--- src/rtl/dws_pkg.sv ---
package dws_pkg;

    typedef enum logic [1:0] {
        ST_IDLE = 2'd0,
        ST_HI   = 2'd1,
        ST_LO   = 2'd2
    } seq_state_e;

    localparam logic [2:0] MODE_IND  = 3'd2;
    localparam logic [2:0] MODE_POST = 3'd3;
    localparam logic [2:0] MODE_PRE  = 3'd4;
    localparam logic [2:0] MODE_DISP = 3'd5;

endpackage

--- src/rtl/dws_addr_gen.sv ---
module dws_addr_gen
    import dws_pkg::*;
#(
    parameter int AW       = 32,
    parameter int DISPW    = 16,
    parameter int OP_BYTES = 8
) (
    input  logic [2:0]       mode_i,
    input  logic             wr_i,
    input  logic [AW-1:0]    areg_i,
    input  logic [DISPW-1:0] disp_i,
    output logic             legal_o,
    output logic [AW-1:0]    base_o,
    output logic [AW-1:0]    next_o,
    output logic             upd_o
);
    localparam logic [AW-1:0] STEP = AW'(OP_BYTES);

    logic [AW-1:0] disp_ext;
    assign disp_ext = {{(AW-DISPW){disp_i[DISPW-1]}}, disp_i};

    always_comb begin
        legal_o = 1'b0;
        base_o  = areg_i;
        next_o  = areg_i;
        upd_o   = 1'b0;
        case (mode_i)
            MODE_IND: begin
                legal_o = 1'b1;
            end
            MODE_POST: begin
                legal_o = !wr_i;
                next_o  = areg_i + STEP;
                upd_o   = 1'b1;
            end
            MODE_PRE: begin
                legal_o = wr_i;
                base_o  = areg_i - STEP;
                next_o  = areg_i - STEP;
                upd_o   = 1'b1;
            end
            MODE_DISP: begin
                legal_o = 1'b1;
                base_o  = areg_i + disp_ext;
            end
            default: legal_o = 1'b0;
        endcase
    end

endmodule

--- src/rtl/dws_areg_file.sv ---
module dws_areg_file #(
    parameter int            AW            = 32,
    parameter int            REGW          = 3,
    parameter logic [AW-1:0] AR_RESET_BASE = 32'h0000_1000,
    parameter logic [AW-1:0] AR_RESET_STEP = 32'h0000_0100
) (
    input  logic            clk,
    input  logic            rst_n,
    input  logic [REGW-1:0] ridx_i,
    output logic [AW-1:0]   rdata_o,
    input  logic            wen_i,
    input  logic [REGW-1:0] widx_i,
    input  logic [AW-1:0]   wdata_i
);
    localparam int NREG = 2 ** REGW;

    logic [AW-1:0] regs_q [NREG];
    logic [AW-1:0] regs_d [NREG];

    always_comb begin
        regs_d = regs_q;
        if (wen_i) begin
            regs_d[widx_i] = wdata_i;
        end
    end

    always_ff @(posedge clk) begin
        if (!rst_n) begin
            for (int i = 0; i < NREG; i++) begin
                regs_q[i] <= AR_RESET_BASE + AW'(i) * AR_RESET_STEP;
            end
        end else begin
            regs_q <= regs_d;
        end
    end

    assign rdata_o = regs_q[ridx_i];

    // a committed update lands in the selected register
    p_commit_lands_r5: assert property (@(posedge clk) disable iff (!rst_n)
        wen_i |=> regs_q[$past(widx_i)] == $past(wdata_i));

endmodule

--- src/rtl/dws_seq.sv ---
module dws_seq
    import dws_pkg::*;
#(
    parameter int            AW            = 32,
    parameter int            DW            = 32,
    parameter int            DISPW         = 16,
    parameter int            REGW          = 3,
    parameter logic [AW-1:0] AR_RESET_BASE = 32'h0000_1000,
    parameter logic [AW-1:0] AR_RESET_STEP = 32'h0000_0100
) (
    input  logic              clk,
    input  logic              rst_n,
    input  logic              start_i,
    input  logic [REGW+2:0]   ea_i,
    input  logic [DISPW-1:0]  disp_i,
    input  logic              wr_i,
    input  logic [2*DW-1:0]   wdata_i,
    output logic [2*DW-1:0]   rdata_o,
    output logic              done_o,
    output logic              err_o,
    output logic              mem_req_o,
    output logic              mem_we_o,
    output logic [AW-1:0]     mem_addr_o,
    output logic [DW-1:0]     mem_wdata_o,
    input  logic [DW-1:0]     mem_rdata_i,
    input  logic              mem_ready_i
);
    localparam int            WORD_BYTES = DW / 8;
    localparam int            OP_BYTES   = 2 * WORD_BYTES;
    localparam logic [AW-1:0] WORD_OFS   = AW'(WORD_BYTES);

    typedef struct packed {
        seq_state_e       st;
        logic             wr;
        logic [AW-1:0]    base;
        logic [AW-1:0]    nval;
        logic             upd;
        logic [REGW-1:0]  idx;
        logic [2*DW-1:0]  wdata;
        logic [2*DW-1:0]  rdata;
        logic             done;
        logic             err;
    } seq_t;

    seq_t s_q, s_d;

    logic [2:0]      mode;
    logic [REGW-1:0] ridx;
    logic [AW-1:0]   areg;
    logic            legal;
    logic [AW-1:0]   base;
    logic [AW-1:0]   nval;
    logic            upd;
    logic            rf_wen;

    assign mode = ea_i[REGW+2:REGW];
    assign ridx = ea_i[REGW-1:0];

    dws_areg_file #(
        .AW            (AW),
        .REGW          (REGW),
        .AR_RESET_BASE (AR_RESET_BASE),
        .AR_RESET_STEP (AR_RESET_STEP)
    ) u_regs (
        .clk     (clk),
        .rst_n   (rst_n),
        .ridx_i  (ridx),
        .rdata_o (areg),
        .wen_i   (rf_wen),
        .widx_i  (s_q.idx),
        .wdata_i (s_q.nval)
    );

    dws_addr_gen #(
        .AW       (AW),
        .DISPW    (DISPW),
        .OP_BYTES (OP_BYTES)
    ) u_agen (
        .mode_i  (mode),
        .wr_i    (wr_i),
        .areg_i  (areg),
        .disp_i  (disp_i),
        .legal_o (legal),
        .base_o  (base),
        .next_o  (nval),
        .upd_o   (upd)
    );

    always_comb begin
        s_d      = s_q;
        s_d.done = 1'b0;
        s_d.err  = 1'b0;
        rf_wen   = 1'b0;
        case (s_q.st)
            ST_IDLE: begin
                if (start_i) begin
                    if (legal) begin
                        s_d.st    = ST_HI;
                        s_d.wr    = wr_i;
                        s_d.base  = base;
                        s_d.nval  = nval;
                        s_d.upd   = upd;
                        s_d.idx   = ridx;
                        s_d.wdata = wdata_i;
                    end else begin
                        s_d.err = 1'b1;
                    end
                end
            end
            ST_HI: begin
                if (mem_ready_i) begin
                    if (!s_q.wr) begin
                        s_d.rdata[2*DW-1:DW] = mem_rdata_i;
                    end
                    s_d.st = ST_LO;
                end
            end
            ST_LO: begin
                if (mem_ready_i) begin
                    if (!s_q.wr) begin
                        s_d.rdata[DW-1:0] = mem_rdata_i;
                    end
                    s_d.st   = ST_IDLE;
                    s_d.done = 1'b1;
                    rf_wen   = s_q.upd;
                end
            end
            default: s_d.st = ST_IDLE;
        endcase
    end

    always_ff @(posedge clk) begin
        if (!rst_n) begin
            s_q <= '0;
        end else begin
            s_q <= s_d;
        end
    end

    assign mem_req_o   = (s_q.st != ST_IDLE);
    assign mem_we_o    = mem_req_o && s_q.wr;
    assign mem_addr_o  = (s_q.st == ST_LO) ? s_q.base + WORD_OFS : s_q.base;
    assign mem_wdata_o = (s_q.st == ST_LO) ? s_q.wdata[DW-1:0] : s_q.wdata[2*DW-1:DW];
    assign rdata_o     = s_q.rdata;
    assign done_o      = s_q.done;
    assign err_o       = s_q.err;

    // an illegal request never reaches the bus
    p_err_no_bus_r8: assert property (@(posedge clk) disable iff (!rst_n)
        err_o |-> !mem_req_o);

    // error and completion never coincide
    p_err_done_excl_r8: assert property (@(posedge clk) disable iff (!rst_n)
        !(err_o && done_o));

    // a waiting word holds its request and payload
    p_hold_wait_r9: assert property (@(posedge clk) disable iff (!rst_n)
        (mem_req_o && !mem_ready_i) |=> (mem_req_o && $stable(mem_addr_o)
            && $stable(mem_we_o) && $stable(mem_wdata_o)));

    // the second word sits one word above the first
    p_second_word_r3: assert property (@(posedge clk) disable iff (!rst_n)
        (mem_req_o && $past(mem_req_o && mem_ready_i))
            |-> mem_addr_o == $past(mem_addr_o) + WORD_OFS);

    // done follows a completed word and the bus is then idle
    p_done_timing_r10: assert property (@(posedge clk) disable iff (!rst_n)
        done_o |-> (!mem_req_o && $past(mem_req_o && mem_ready_i)));

endmodule

--- config.mk ---
export PLATFORM = sky130hd
export DESIGN_NAME = dws_seq
export DESIGN_NICKNAME = d
export VERILOG_FILES = /design/src/rtl/dws_pkg.sv /design/src/rtl/dws_addr_gen.sv /design/src/rtl/dws_areg_file.sv /design/src/rtl/dws_seq.sv
export SDC_FILE = /design/constraint.sdc
export NUM_CORES = 1
export LEC_CHECK = 0
export ABC_CLOCK_PERIOD_IN_PS = 11100
export BUFFER_PORTS_ARGS = -buffer_cell sky130_fd_sc_hd__buf_4
export CAP_MARGIN = 15
export CORE_ASPECT_RATIO = 1.1
export CORE_MARGIN = 3
export CORE_UTILIZATION = 35
export CTS_BUF_LIST = sky130_fd_sc_hd__clkbuf_4 sky130_fd_sc_hd__clkbuf_8
export DETAILED_ROUTE_END_ITERATION = 16
export PLACE_DENSITY_LB_ADDON = 0.1
export SYNTH_ARGS = -nofsm -noshare
export SYNTH_HDL_FRONTEND = slang
export SYNTH_HIERARCHICAL = 1
export SYNTH_SLANG_ARGS = --single-unit
--- constraint.sdc ---
create_clock -name clk -period 11.1 [get_ports clk]
set_input_delay 0 -clock clk [delete_from_list [all_inputs] [get_ports clk]]
set_output_delay 0 -clock clk [all_outputs]
set_load 0.1 [all_outputs]
==> results of run 1 <==
==> flip-flops by register name, summed over array words and instances (netlist names) <==
name / count
err_o: 1
done_o: 1
u_regs/regs_q: 256
rdata_o: 64
s_q: 135
==> report_power, final <==
| part | switching (mW) | total [mW] | leakage [nW] | internal, mW |
|---|---|---|---|---|
| registers | 0.0180 | 1.68 | 3.69 | 1.66 |
| logic | 0.249 | 0.400 | 6.41 | 0.151 |
| clock network | 0.734 | 1.69 | 0.920 | 0.960 |
| total | 1.00 | 3.77 | 11.0 | 2.77 |
==> stage by stage <==
step                std cells  cell area, sq um
detailed placement       3910             26100
floorplan                3025             24500
finish                   4192             29200
CTS                      4191             29200
global route             4192             29200
global placement         3910             26100
==> path summary, 6_finish.rpt <==
kind                                                      start                             end  slack [ns]  cells past startpoint
worst max-delay path                                    ea_i[0]           s_q[196]$_SDFFE_PN0P_        6.04                     15
worst min-delay path                                  disp_i[3]           s_q[169]$_SDFFE_PN0P_        0.08                      6
worst max register to register  u_regs/regs_q[131]$_SDFFE_PN0P_           s_q[196]$_SDFFE_PN0P_        6.93                     12
worst min register to register   u_regs/regs_q[62]$_SDFFE_PN0P_  u_regs/regs_q[62]$_SDFFE_PN0P_        0.45                      2
==> per-layer routing <==
layer	vias to the layer above	track usage
met1	10510	0.277
met5	-	0
met3	127	0.0325
li1	10495	-
met2	585	0.363
met4	0	0.0670
==> placed cells by master, fill, tap and decap left out, types with 9 or more instances in the layout <==
cell / n
o21ai_0: 45
mux4_2: 45
nor2_1: 64
nand4_1: 28
xor2_1: 22
nand3_1: 57
a21o_1: 18
clkbuf_8: 92
o211ai_1: 9
mux4_1: 19
a21boi_0: 173
buf_4: 286
a21oi_1: 64
nand2_1: 1074
and3_1: 18
clkinv_2: 10
mux2_2: 34
clkbuf_4: 31
dfxtp_1: 457
xnor2_1: 53
ha_1: 34
dlygate4sd3_1: 138
inv_1: 19
o22ai_1: 13
nor3_1: 26
nand2b_1: 14
a21boi_1: 263
==> what timing repair did <==
item,4_1_cts,5_1_grt
hold buffers,138,0
resized for setup,0,0
endpoints found under the setup margin,0,0
hold endpoints to repair,209,0
==> worst max-delay path, delay by kind of cell <==
family / cells / cell delay [ns]
buffers and inverters: 3 / 1.71
multiplexers: 2 / 1.00
AND/OR/NAND/NOR: 1 / 0.06
adder cells (fa/ha/maj): 1 / 0.41
AO/OA/AOI/OAI: 8 / 2.37
==> final cells by class <==
cell class / count / area share
Multi-Input combinational cell: 2220 / 0.464
Timing Repair Buffer: 425 / 0.121
Tap cell: 927 / 0.0397
Inverter: 19 / 0.00244
Clock inverter: 20 / 0.00810
Antenna cell: 1 / 0.0000857
Clock buffer: 123 / 0.0513
Sequential cell: 457 / 0.313
==> cell families after synthesis <==
family          count (synthesis)  share of synthesized area
buf+inv                       348                     0.0781
mux                           106                     0.0808
flops                         457                      0.373
xor+xnor                       75                     0.0268
fa+ha+maj                      35                     0.0182
compound gates                642                      0.186
simple gates                 1362                      0.237
==> results.cfg, run 1 <==
[clocking]
cts_buffers = 83
root_buffer = clkbuf_8
clock_tree_from_tritoncts = done
clock_tree_sinks = 457
clock_latency_ns = 0.68
maximum_clock_insertion_buffer_count = 3
cts_post_setup_buffers_inserted = 0
clk_transition_reported_paths_ns = 0.06
htree_num_levels = 3

[timing]
slew_viol_final = 0
grt_setup_unrepaired = false
fin_crit_sh = 0.456
hold_violations = 0
final.min_clock_period_ns = 5.06
worstMarginPinSlew_ns = 1.09
fmaxAchievable_mhz = 198
slew_headroom = 0.276
report.final.setup_viol = 0
skew_ns = 0.0313
timing.final.ws_setup_ns = 6.04
finalHoldWorstSlack_ns = 0.0778
fin_tns_setup_ns = 0

[placement]
dp_hpwl_microns = 49300
port_buffers = 254
preCtsSetupSlack_ns = 5.89
final_weighted_congestion_in_routability_driven_placement = 0.844

[die]
io_pins = 255
rows = 101
dieArea_sq_um = 73300
fp.coreArea_sq_um = 69300
start_util = 0.354
die_y_microns = 284
die_w_microns = 258

[job]
timing.max_cap.violations = 0

[detailed_routing]
detail_route.vias_per_cell = 5.18
highest-signal-layer = met4
num_vias = 21717
antenna_left = 0
met3_wirelength_microns = 4210
route.detailed.wl_per_inst_microns = 19.1
wl_microns = 80200
detail_route.iter0.violations = 1413
met1_length_microns = 35600
detailedRoute.firstPassIterationCount = 5
drc = 0
routed-wl-met2_microns = 38400

[critical_path]
timing.critical_path.slowest_stage_cell = buf_4
critical_path_arrival_ns = 5.61
setup.worst_path.end_class = flip-flop
critical_path.max_stage_delay_ns = 0.74
crit_fanout = 39
setup.worst_path.start_class = input port
timing.critical_path.required_ns = 11.66
crit_path_cell_trace = dlygate4sd3_1 > buf_4 > buf_4 > mux4_2 > mux2_2 > ha_1 > o211ai_1 > a21oi_1 > o2111ai_1 > a41o_1 > o31ai_1 > a21boi_0 > o211a_1 > nand2_1 > a21boi_0
worst-setup-path-type = in -> reg

[logic_synthesis]
synth_enable_flop_cells = 0
post-synth-top-count-cell = nand2_1
synthTopCellsByArea = dfxtp_1 37%, nand2_1 16%, a21boi_1 8.1%, a21boi_0 5.3%, mux4_2 4.1%
netlist.area_leader.share = 0.373
synth.yosys.seq_area_share = 0.373
synthesis.yosys.warnings = 6
ys_top_cells_by_count = 1074 x nand2_1, 457 x dfxtp_1, 263 x a21boi_1
synth_seq_cells = 457
syn_avg_cell_area_sq_um = 8.10
yosysUniqueCellTypes = 79
post_synth_inst_count = 3025
synth.largest_area_cell = dfxtp_1
syn-num-nets = 3183
synthFlopType = dfxtp_1
synth-async-reset-ratio = 0
synth.cell_area_sq_um = 24500

[cells_and_area]
combined_area_of_the_multi_input_logic_cells_sq_um = 13500
reg_area_sq_um = 9150
syn_to_final_growth_pct = 19.1
layout-drive-gt1-share = 0.167
num-nets-final = 3364
nFillCells = 7038
final_core_util = 0.422

[grt]
vias_in_the_first_global_route = 21417
grt_first_pass_wirelength_microns = 124000
initial_antenna_violation_count = 1
grt_max_degree = 146
gr-usage-all-layers = 0.213
globalRouteOverflowTotal = 0

[pwr]
irDropWorstVdd_mv = 0.0661
total_power_mw = 3.77
static-leakage-power_nw = 11.0
power_density_nw_per_um2 = 129

[status]
status = finished, final reports clean

[worst_hold_path]
min-delay-path-class = in -> reg
Note: power is estimated with default switching activity, not from simulation.
==> run 2, diff against run 1 <==
Settings changed: ABC_CLOCK_PERIOD_IN_PS 11100 to 5100.
Clock period 11.1 ns to 5.1 ns, I/O delays scaled along.
==> results.cfg, run 2 (synthesis gave the netlist of run 1 again) <==
[cells_and_area]
final_cell_area_sq_um = 29700
top_register = u_regs/regs_q
nFillCells = 6970
final_cell_mix = 1074 x nand2_1, 457 x dfxtp_1, 284 x buf_4
largest_register_ffs = 256
final_cell_count_no_fill = 4234
syn_to_final_growth_pct = 21.1
num-nets-final = 3407
layout.cells.most_common = nand2_1
layout-drive-gt1-share = 0.166

[grt]
vias_in_the_first_global_route = 21672
grt_max_degree = 210
globalRouteOverflowTotal = 0
grt_first_pass_wirelength_microns = 125000
gr-usage-all-layers = 0.214
initial_antenna_violation_count = 2

[timing]
hold_violations = 0
worstMarginPinSlew_ns = 1.21
skew_ns = 0.0369
fin_tns_setup_ns = 0
fmaxAchievable_mhz = 241
report.final.setup_viol = 0
grt_setup_unrepaired = false
slew_headroom = 0.196
finalHoldWorstSlack_ns = 0.0568
slew_viol_final = 0
fin_crit_sh = 0.815
final.min_clock_period_ns = 4.16

[detailed_routing]
detail_route.iter0.violations = 1314
routed-wl-met2_microns = 38900
highest-signal-layer = met4
detail_route.vias_per_cell = 5.17
antenna_left = 0
num_vias = 21877
drc = 0
detailedRoute.firstPassIterationCount = 5
met3_wirelength_microns = 3450
route.detailed.wl_per_inst_microns = 19.0
wl_microns = 80300
met1_length_microns = 36000

[die]
dieArea_sq_um = 73300
io_pins = 255
rows = 101
fp.coreArea_sq_um = 69300
start_util = 0.354
die_y_microns = 284
die_w_microns = 258

[critical_path]
crit_fanout = 28
setup.worst_path.start_class = input port
setup.worst_path.end_class = flip-flop
timing.critical_path.slowest_stage_cell = mux4_1
crit_path_cell_trace = dlygate4sd3_1 > buf_4 > buf_12 > mux4_1 > mux2_2 > ha_1 > a21o_1 > a31oi_1 > o221ai_1 > or2_2 > o21ai_0 > o221a_2 > nand4_1 > nand2_1 > a21boi_0
timing.critical_path.required_ns = 5.64
worst-setup-path-type = in -> reg
r2r_cells = 13
critical_path.max_stage_delay_ns = 0.58
critical_path_arrival_ns = 4.69

[pwr]
net_load_switching_power_mw = 2.14
power_density_nw_per_um2 = 277
pwr-share-clk = 0.446
total_power_mw = 8.22
share_seq_of_total_power = 0.444
power_frac_comb = 0.110
switching_share = 0.261
irDropWorstVdd_mv = 0.126
cell_internal_pwr_mw = 6.08
static-leakage-power_nw = 11.4

[placement]
postPlaceCellArea_sq_um = 26100
port_buffers = 254
final_weighted_congestion_in_routability_driven_placement = 0.864
dp_hpwl_microns = 50800
placedCellCount = 3912

[clocking]
clock_tree_sinks = 457
clk_transition_reported_paths_ns = 0.06
root_buffer = clkbuf_8
cts_post_setup_buffers_inserted = 0
cts_buffers = 83
maximum_clock_insertion_buffer_count = 3
htree_num_levels = 3
clock_tree_from_tritoncts = done
clock_latency_ns = 0.66

[job]
timing.max_cap.violations = 0

[status]
status = finished, final reports clean

[worst_hold_path]
cell_depth_of_the_worst_min_delay_path = 6
min-delay-path-class = in -> reg
-- run 2: changes by cell type in the layout (fill, tap and decap cells not counted), moves of 4 or more --
cell           delta
dlygate4sd3_1    +41
clkbuf_8         +12
clkbuf_4          -6
clkinv_2          -5
buf_12            +4
-- run 2: power groups by stage --
stage | clock network, mW | registers, mW | logic [mW]
final | 3.66 | 3.65 | 0.902
after global routing | 3.94 | 3.66 | 0.964
after CTS | 3.80 | 3.65 | 0.904
after detailed placement | 0 | 3.73 | 0.798
after global placement | 0 | 3.73 | 0.797
after floorplan | 0 | 3.72 | 0.576
-- run 2: what timing repair did --
action                                 4_1_cts  5_1_grt
resized for setup                            0        0
hold buffers                               179        0
endpoints found under the hold margin      229        0
-- run 2: final timing paths --
| path | from | to | slack (ns) |
|---|---|---|---|
| worst min-delay path | disp_i[2] | s_q[168]$_SDFFE_PN0P_ | 0.06 |
| worst max-delay path | ea_i[0] | s_q[197]$_SDFFE_PN0P_ | 0.94 |
| worst max register to register | u_regs/regs_q[131]$_SDFFE_PN0P_ | s_q[191]$_SDFFE_PN0P_ | 1.20 |
| worst min register to register | u_regs/regs_q[17]$_SDFFE_PN0P_ | u_regs/regs_q[17]$_SDFFE_PN0P_ | 0.45 |
-- run 2: per-layer routing --
| layer | GRT usage | vias to the layer above |
|---|---|---|
| met1 | 0.277 | 10652 |
| met2 | 0.368 | 514 |
| met5 | 0 | - |
| met3 | 0.0263 | 123 |
| met4 | 0.0698 | 0 |
| li1 | - | 10588 |
-- run 2: final cells by class --
class	count	area, sq um	area share
Timing Repair Buffer	468	4020	0.135
Inverter	19	71.3	0.00240
Clock buffer	129	1620	0.0545
Tap cell	927	1160	0.0391
Antenna cell	3	7.51	0.000253
Clock inverter	11	128	0.00430
Sequential cell	457	9150	0.308
Multi-Input combinational cell	2220	13500	0.456
-- run 2: critical path: cells and delay by family --
family | cells | cell delay, ns
compound gates | 6 | 1.46
fa+ha+maj | 1 | 0.44
buf+inv | 3 | 1.31
mux | 2 | 0.94
simple gates | 3 | 0.51
-- run 2: stage by stage --
stage | worst slack [ns] | utilization
6_report | 0.944 | 0.429
5_1_grt | 0.709 | 0.429
4_1_cts | 0.984 | 0.429
3_5_place_dp | 0.825 | 0.378
3_3_place_gp | 0.828 | 0.378
2_1_floorplan | 1.49 | -
